### src/rtl/phstep_pkg.sv
package phstep_pkg;

    typedef struct packed {
        logic       div_mode;
        logic [1:0] ratio;
    } cfg_t;

endpackage

### src/rtl/phstep_sync.sv
module phstep_sync #(
    parameter int WIDTH  = 2,
    parameter int STAGES = 2
) (
    input  logic             clk,
    input  logic             rst_n,
    input  logic [WIDTH-1:0] async_i,
    output logic [WIDTH-1:0] sync_o
);

    typedef struct packed {
        logic [STAGES-1:0] chain;
    } bit_state_t;

    for (genvar b = 0; b < WIDTH; b++) begin : g_bit
        bit_state_t st_d, st_q;

        always_comb begin
            st_d       = st_q;
            st_d.chain = {st_q.chain[STAGES-2:0], async_i[b]};
        end

        always_ff @(posedge clk) begin
            if (!rst_n) st_q <= '0;
            else        st_q <= st_d;
        end

        assign sync_o[b] = st_q.chain[STAGES-1];
    end

endmodule

### src/rtl/phstep_modsel.sv
module phstep_modsel
    import phstep_pkg::*;
#(
    parameter int CODE_W     = 14,
    parameter int MULT_STEPS = 384,
    parameter int DIV_BASE   = 3072
) (
    input  cfg_t              cfg_i,
    output logic [CODE_W-1:0] max_code_o
);

    localparam logic [CODE_W-1:0] MAX_MULT = CODE_W'(MULT_STEPS - 1);
    localparam logic [CODE_W-1:0] MAX_DIV2 = CODE_W'(DIV_BASE - 1);
    localparam logic [CODE_W-1:0] MAX_DIV3 = CODE_W'(2 * DIV_BASE - 1);
    localparam logic [CODE_W-1:0] MAX_DIV4 = CODE_W'(4 * DIV_BASE - 1);

    always_comb begin
        if (!cfg_i.div_mode) begin
            max_code_o = MAX_MULT;
        end else begin
            unique case (cfg_i.ratio)
                2'd0:    max_code_o = MAX_DIV2;
                2'd1:    max_code_o = MAX_DIV3;
                default: max_code_o = MAX_DIV4;
            endcase
        end
    end

endmodule

### src/rtl/phstep_skipcnt.sv
module phstep_skipcnt #(
    parameter int SKIP_W = 5
) (
    input  logic clk,
    input  logic rst_n,
    input  logic clear_i,
    input  logic count_i,
    output logic skip_o
);

    typedef struct packed {
        logic [SKIP_W-1:0] cnt;
    } cnt_state_t;

    cnt_state_t st_d, st_q;

    always_comb begin
        st_d = st_q;
        if (clear_i)      st_d.cnt = '0;
        else if (count_i) st_d.cnt = st_q.cnt + 1'b1;
    end

    always_ff @(posedge clk) begin
        if (!rst_n) st_q <= '0;
        else        st_q <= st_d;
    end

    assign skip_o = &st_q.cnt;

    // each counted edge moves the count by one, dropped edges included
    p_count_step_r7: assert property (@(posedge clk) disable iff (!rst_n)
        (count_i && !clear_i) |=> (st_q.cnt == $past(st_q.cnt) + 1'b1));

    // a clear request empties the counter
    p_count_clear_r10: assert property (@(posedge clk) disable iff (!rst_n)
        clear_i |=> (st_q.cnt == '0));

endmodule

### src/rtl/phase_step_ctrl.sv
module phase_step_ctrl
    import phstep_pkg::*;
#(
    parameter int CODE_W     = 14,
    parameter int SKIP_W     = 5,
    parameter int MULT_STEPS = 384,
    parameter int DIV_BASE   = 3072
) (
    input  logic              clk,
    input  logic              rst_n,
    input  logic              step_in,
    input  logic              dir_in,
    input  logic              bypass,
    input  logic              div_mode,
    input  logic [1:0]        ratio_sel,
    output logic [CODE_W-1:0] phase_code,
    output logic              step_strobe
);

    localparam int SYNC_W = 2;

    typedef struct packed {
        logic [CODE_W-1:0] phase;
        logic              strobe;
        logic              step_prev;
        cfg_t              cfg;
    } state_t;

    state_t             st_d, st_q;
    logic [SYNC_W-1:0]  sync_v;
    logic               step_s, dir_s;
    logic [CODE_W-1:0]  max_code;
    logic               cfg_chg, edge_ok, skip;
    cfg_t               cfg_in;

    assign cfg_in = '{div_mode: div_mode, ratio: ratio_sel};

    phstep_sync #(.WIDTH(SYNC_W), .STAGES(2)) u_sync (
        .clk     (clk),
        .rst_n   (rst_n),
        .async_i ({dir_in, step_in}),
        .sync_o  (sync_v)
    );

    assign step_s = sync_v[0];
    assign dir_s  = sync_v[1];

    phstep_modsel #(
        .CODE_W(CODE_W), .MULT_STEPS(MULT_STEPS), .DIV_BASE(DIV_BASE)
    ) u_modsel (
        .cfg_i      (st_q.cfg),
        .max_code_o (max_code)
    );

    phstep_skipcnt #(.SKIP_W(SKIP_W)) u_skip (
        .clk     (clk),
        .rst_n   (rst_n),
        .clear_i (cfg_chg),
        .count_i (edge_ok),
        .skip_o  (skip)
    );

    always_comb begin
        cfg_chg = (cfg_in != st_q.cfg);
        edge_ok = step_s && !st_q.step_prev && !bypass && !cfg_chg;

        st_d           = st_q;
        st_d.strobe    = 1'b0;
        st_d.step_prev = step_s;
        st_d.cfg       = cfg_in;

        if (cfg_chg) begin
            st_d.phase = '0;
        end else if (edge_ok && !skip) begin
            st_d.strobe = 1'b1;
            if (dir_s) begin
                st_d.phase = (st_q.phase == '0) ? max_code : st_q.phase - 1'b1;
            end else begin
                st_d.phase = (st_q.phase == max_code) ? '0 : st_q.phase + 1'b1;
            end
        end
    end

    always_ff @(posedge clk) begin
        if (!rst_n) st_q <= '0;
        else        st_q <= st_d;
    end

    assign phase_code  = st_q.phase;
    assign step_strobe = st_q.strobe;

    // the code stays inside the active period
    p_code_in_range_r5: assert property (@(posedge clk) disable iff (!rst_n)
        phase_code <= max_code);

    // a strobe follows only a counted edge that was not dropped
    p_strobe_source_r8: assert property (@(posedge clk) disable iff (!rst_n)
        step_strobe |-> $past(edge_ok && !skip));

    // a strobe always comes with a moved code
    p_strobe_moves_r2: assert property (@(posedge clk) disable iff (!rst_n)
        step_strobe |-> (phase_code != $past(phase_code)));

    // a dropped edge leaves the code alone
    p_skip_hold_r7: assert property (@(posedge clk) disable iff (!rst_n)
        $past(edge_ok && skip) |-> (!step_strobe && $stable(phase_code)));

    // bypass freezes the code
    p_bypass_hold_r9: assert property (@(posedge clk) disable iff (!rst_n)
        $past(bypass && !cfg_chg) |-> (!step_strobe && $stable(phase_code)));

    // configuration change clears the code
    p_cfg_clear_r10: assert property (@(posedge clk) disable iff (!rst_n)
        cfg_chg |=> (phase_code == '0));

endmodule

### config.mk
export PLATFORM = sky130hd
export DESIGN_NAME = phase_step_ctrl
export DESIGN_NICKNAME = d
export VERILOG_FILES = /design/src/rtl/phstep_pkg.sv /design/src/rtl/phstep_sync.sv /design/src/rtl/phstep_modsel.sv /design/src/rtl/phstep_skipcnt.sv /design/src/rtl/phase_step_ctrl.sv
export SDC_FILE = /design/constraint.sdc
export NUM_CORES = 1
export LEC_CHECK = 0
export ABC_AREA = 1
export BUFFER_PORTS_ARGS = -buffer_cell sky130_fd_sc_hd__buf_4
export CORE_ASPECT_RATIO = 0.75
export CORE_MARGIN = 2
export CORE_UTILIZATION = 59
export CTS_CLUSTER_SIZE = 20
export DETAILED_ROUTE_END_ITERATION = 12
export HOLD_SLACK_MARGIN = 0.15
export PLACE_DENSITY_LB_ADDON = 0.05
export SKIP_LAST_GASP = 1
export SYNTH_ARGS = -nofsm -noshare
export SYNTH_HDL_FRONTEND = slang
export SYNTH_SLANG_ARGS = --single-unit
### constraint.sdc
create_clock -name clk -period 1.8 [get_ports clk]
set_input_delay 0.36 -clock clk [delete_from_list [all_inputs] [get_ports clk]]
set_output_delay 0.36 -clock clk [all_outputs]
set_load 0.02 [all_outputs]
== Word-level counts from Yosys, hierarchy flattened ==
Index checks and enable logic that the tools add are counted.

* Register bits: 28
* Input bits: 8
* Output and inout bits: 15
* Logic and storage cells: 33

* Add/sub/neg operators: 3
* Equal/unequal tests: 3
* Muxes and demuxes: 6
* Bitwise operators: 1
* Reductions and logical operators: 12

{| class="wikitable"
|+ Operators with widths
! cell !! count
|-
| $mux W14 || 4
|-
| $pmux W14 S2 || 1
|-
| $add A14 B1 Y14 const B || 1
|-
| $eq A14 B14 Y1 || 1
|-
| $logic_not A14 Y1 || 1
|-
| $sub A14 B1 Y14 const B || 1
|-
| $add A5 B1 Y5 const B || 1
|-
| $reduce_and A5 Y1 || 1
|-
| $logic_and A1 B1 Y1 || 4
|-
| $logic_not A1 Y1 || 4
|-
| $ne A3 B3 Y1 || 1
|-
| $eq A2 B1 Y1 const B || 1
|-
| $logic_not A2 Y1 || 1
|-
| $reduce_or A2 Y1 || 1
|-
| $mux W1 || 1
|-
| $not A1 Y1 || 1
|}

== Depth between registers and ports, before layout ==
* Depth in word-level cells: 6
* Mapped depth: 13
* Depth with buffers taken out: 13

== By module ==
A second synthesis with hierarchy kept.

* Cell total of the unflattened synthesis: 422
* Area total of the unflattened synthesis: 2,563.7 um^2

{| class="wikitable"
|+ Modules (own cells, without submodules)
! module !! times used !! cells an instance !! area an instance (um^2) !! sequential area each (um^2)
|-
| phase_step_ctrl || 1 || 359 || 2,098.3 || 380.4
|-
| phstep_skipcnt || 1 || 30 || 226.5 || 100.1
|-
| phstep_sync || 1 || 14 || 125.1 || 80.1
|-
| phstep_modsel || 1 || 19 || 113.9 || 0.0
|}

== Least setup slack after synthesis ==
No wires, ideal clock.

* Path type: reg2reg
* Start point: register st_q, in the netlist phase_code[0]
* End point: register st_q, in the netlist phase_code[9]
* Setup time: 0.115 ns
* Arrival: 1.448 ns
* Data required time: 1.685 ns
* Path slack: 0.237 ns
* Stages on the path, launching flop included: 12
* Buffers on the path: 0
* Period minus slack after synthesis: 1.563 ns
* Cells stage by stage: dfxtp_1 inv_1 ha_1 inv_1 nor2_1 nand2_1 nor2_1 nand4_1 nand2_1 a21oi_1 nor2_1 nor2_1

* Longest elaborated chain between the ends: 3
* Elaborated cells between the ends (all ways): 7
* Those cells by class: add/sub (2); eq/ne (1); mux (3); reduce/logical (1)

{| class="wikitable"
|+ Ends and longest elaborated chain
! element !! line !! source
|-
| from (decl) || phase_step_ctrl.sv:29 || <nowiki>state_t st_d, st_q;</nowiki>
|-
| from (signal assigned) || phase_step_ctrl.sv:86 || <nowiki>else st_q <= st_d;</nowiki>
|-
| $add A14 B1 Y14, or another cell as far along || phase_step_ctrl.sv:79 || <nowiki>st_d.phase = (st_q.phase == max_code) ? '0 : st_q.phase + 1'b1;</nowiki>
|-
| $mux W14, on equally long branches || phase_step_ctrl.sv:79, phase_step_ctrl.sv:77 ||
|-
| $mux W14 (*) || phase_step_ctrl.sv:76 || <nowiki>if (dir_s) begin</nowiki>
|}

Mark *: on every way between the ends. The rest lies on a longest branch, timed or not.
A chain may end at the register's enable or synchronous reset.

== Worst setup path in the final report ==
* Start point: register st_q[1] (netlist bit)
* End point: register st_q, in the netlist phase_code[10]

* Longest elaborated chain between the ends: 6
* Elaborated cells between the ends (all ways): 13
* Those cells by class: eq/ne (3); mux (5); reduce/logical (5)

{| class="wikitable"
|+ Ends and longest elaborated chain
! element !! line !! source
|-
| $eq A2 B1 Y1 or $logic_not A2 Y1 (tied branches) || phstep_modsel.sv:21 || <nowiki>unique case (cfg_i.ratio)</nowiki>
|-
| $pmux W14 S2 || phstep_modsel.sv:21 ||
|-
| $mux W14 || phstep_modsel.sv:18 || <nowiki>if (!cfg_i.div_mode) begin</nowiki>
|-
| $eq A14 B14 Y1 || phase_step_ctrl.sv:79 ||
|-
| $mux W14 || phase_step_ctrl.sv:79 ||
|-
| $mux W14 || phase_step_ctrl.sv:76 ||
|}

Parallel ways exist; a longest one is shown, timed or not.

==> impl_results.md <==
- Status: finished clean
- CP Class: reg2reg
- Worst path most repeated cell: nand2_1
- Max Clk Rate: between 500 and 600 MHz
- H-tree depth: 1
- Max_cap viols: 0
- Post-CTS setup buffers: 0
- Hold-fix buffers at CTS: 0
- Maximum VDD drop: 455 uV
- Core area: 3640 um^2
- Initial antenna violation count: 0
- Post-synth cell types: 33
- Pwr/cell area: between 400 and 500 nW/um^2
- GR Overflow Total: 0
- Critical Path Source: st_q[1]$_SDFF_PN0_
- TritonCTS clock tree: done
- GRT Overall Usage: 31.1%
- Root Driver: clkbuf_8
- GR Layer Usage met3: 5.12%
- Slew margin rel.: 59.2%
- Final hold vios: 0
- DR vias: 2,382
- Synth area leaders: dfxtp_1, nand2_1, nand3_1
- Final Power: 1240 uW
- Post-synth top area share: 25.1%
- Slew Limit Fails: 0
- Worst skew pair latency: 0.28 ns
- Sequential fraction of the synthesis area: around a quarter
- Commonest non-fill, non-tap cell in the layout: nand2_1
- Hold WC Path Type: in2reg
- M2 GR Usage: 46.1%
- Worst path cell trace: inv_1 > nand2_1 > nand2_1 > nand2_1 > nand2_1 > nor2_2 > nand3_2 > nand3_1 > nand3_1 > nand2_1 > inv_1
- Crit path largest cell delay: 0.49 ns
- Final period util: 98.8%
- Final Non-Filler Cells: 436
- Starting Density: 61.4%
- R2r worst-path depth: 11
- Clk_skew: 0.00979 ns
- Routed len/inst: 14.0 um
- Die area: roughly 4300 um^2
- CP top delay family: simple AND/OR/NAND/NOR gates
- 1st-iter DRT viols: 296
- Largest net degree at the start of global routing: 18
- Port Buffers: 22
- Static Leak: 0.00127 uW
- Fin crit period: 1.78 ns
- Drt via density: 5.46
- Critical-path top delay cell: dfxtp_1
- Area of placed instances: approximately 2400 um^2
- Fill count: 337
- Worst setup SP type: flip-flop
- Synthesis warning total: 0
- Worst slew pin tran: 0.611 ns
- Fin nets: 397
- Mapped Cells: 368
- Critical Path End: phase_code[10]$_SDFFE_PP0P_
- First-pass GRT wire length: 10,200 um
- GPL Wtd Cong: between 0.9 and 1
- Num CTS Buffers: 3
- Die Ht: 57.3 um
- Worst R2R End: phase_code[10]$_SDFFE_PP0P_
- Synth Cell Area: 2230 um^2
- Number of diodes: 0
- Syn nets: 380
- Drt pass-1 iters: 5
- Final setup fails: 0
- Post-Route WL: 6120 um
- Number of I/O pins: 23
- Fraction of layout cells with a size suffix above 1: 19.0%
- Flop and latch count out of synthesis: 28
- Setup TNS: 0 ns
- Core Rows: 19
- Worst Setup End Kind: flip-flop
- Largest area contributor in the netlist: dfxtp_1
- Hpwl dp: 4370 um
- Most frequent cells in the layout: nand2_1, inv_1, buf_4
- CP Max Fanout: 5
- Worst path buffer plus inverter count: 2
- Vias in the first global route: 2,167
- Synth Area per Inst: 6.07 um^2
- Reg clk slew, reported paths: around 0.1 ns
- Worst Path Arrival: 1.97 ns
- Critical Path Stages: 11
- Worst hold path depth: 3
- Max Root-Sink Buffers: 2
- Clock sink count: 28
- Post-route ant nets: 0
- Reg2reg start: st_q[1]$_SDFF_PN0_
- RSZ-0062 raised after global routing: true
- Inst Count DP: 431
- Synth-to-layout area growth: 12.8%
- Worst hold slack: between 0.2 and 0.3 ns
- Global Route met1 Usage: 47.7%
- Die X: around 75 um
- DRC errors left: 0
- Req. time, crit path: 2.00 ns
- Final Cell Area: 2520 um^2
- Flop2flop setup slack: 0.02 ns
- Busiest layer in global routing: met1
cells in the mapped netlist, drive strengths merged:
cell type  instances
nand2            118
buf               21
clkbuf             5
nor2              44
a21oi             20
dfxtp             28
inv               44
xor2               7
ha                 4
o211ai             1
xnor2              3
nor3b              1
clkinv             1
nand3             37
nor3               7
o21ai             11
and2               1
nand4             12
or2                2
nand3b             1
layout make-up:
type | instances | area (um^2) | area share (%)
Clock inverter | 1 | 30.0 | 1.19
Inverter | 45 | 171 | 6.80
Tap cell | 52 | 65.1 | 2.58
Multi-Input combinational cell | 270 | 1370 | 54.3
Timing Repair Buffer | 37 | 278 | 11.0
Clock buffer | 3 | 41.3 | 1.64
Sequential cell | 28 | 566 | 22.4
worst reg2reg max path, cell delays in order, from the launching register on:
cell and delay (ns):
dfxtp_1 0.49, inv_1 0.13, nand2_1 0.15, nand2_1 0.07, nand2_1 0.06, nand2_1 0.06
nor2_2 0.20, nand3_2 0.23, nand3_1 0.15, nand3_1 0.08, nand2_1 0.06, inv_1 0.03
worst min-delay path by stage:
| stage | startpoint | end |
|---|---|---|
| 2_1_floorplan | u_sync.g_bit[0].st_q[0]$_SDFF_PN0_ | u_sync.g_bit[0].st_q[1]$_SDFF_PN0_ |
| 3_3_place_gp | u_sync.g_bit[0].st_q[0]$_SDFF_PN0_ | u_sync.g_bit[0].st_q[1]$_SDFF_PN0_ |
| 3_5_place_dp | u_sync.g_bit[0].st_q[0]$_SDFF_PN0_ | u_sync.g_bit[0].st_q[1]$_SDFF_PN0_ |
| 4_1_cts | step_in | u_sync.g_bit[0].st_q[0]$_SDFF_PN0_ |
| 5_1_grt | dir_in | u_sync.g_bit[1].st_q[0]$_SDFF_PN0_ |
| 6_report | step_in | u_sync.g_bit[0].st_q[0]$_SDFF_PN0_ |
routing by layer:
layer	part of all wire, %	up-vias
li1	-	1183
met1	47	1075
met2	41	116
met3	10	8
met4	1.0	0
met5	0	-
power by group:
part | internal, uW | switching (uW) | total [uW]
combinational | 38.1 | 61.3 | 99.4
sequential | 628 | 9.92 | 638
clock | 298 | 210 | 508
total | 964 | 281 | 1240
flip-flops by register name (all words and copies together), names as in the netlist:
name and cells:
phase_code 14, step_strobe 1, u_skip.st_q 5, st_q 4
u_sync.g_bit.st_q 4
cells by family (layout without fill, tap and decap cells):
family                     Yosys count  count (layout)  synth area share, %
AOI/OAI and AO/OA                   32              32                 7.45
and+or+nand+nor                    223             224                 45.4
xor gates and xnor gates            10              10                 3.92
DFF                                 28              28                 25.1
buffers and inverters               71              86                 15.9
adders and majority gates            4               4                 2.24
per-stage QoR:
stage | worst slack (ns) | utilization [%]
2_1_floorplan | 0.237 | -
3_3_place_gp | 0.109 | 65.7
5_1_grt | -0.0463 | 69.3
4_1_cts | 0.0280 | 67.8
3_5_place_dp | 0.00916 | 65.7
6_report | 0.0222 | 69.3
timing repair:
action                                 in CTS  in global routing
pin swaps                                   0                  4
endpoints found under the hold margin       0                  0
setup endpoints to repair                   1                 12
gates cloned                                0                  1
gates resized for setup                     1                 15
Note: power is estimated with default switching activity, not from simulation.
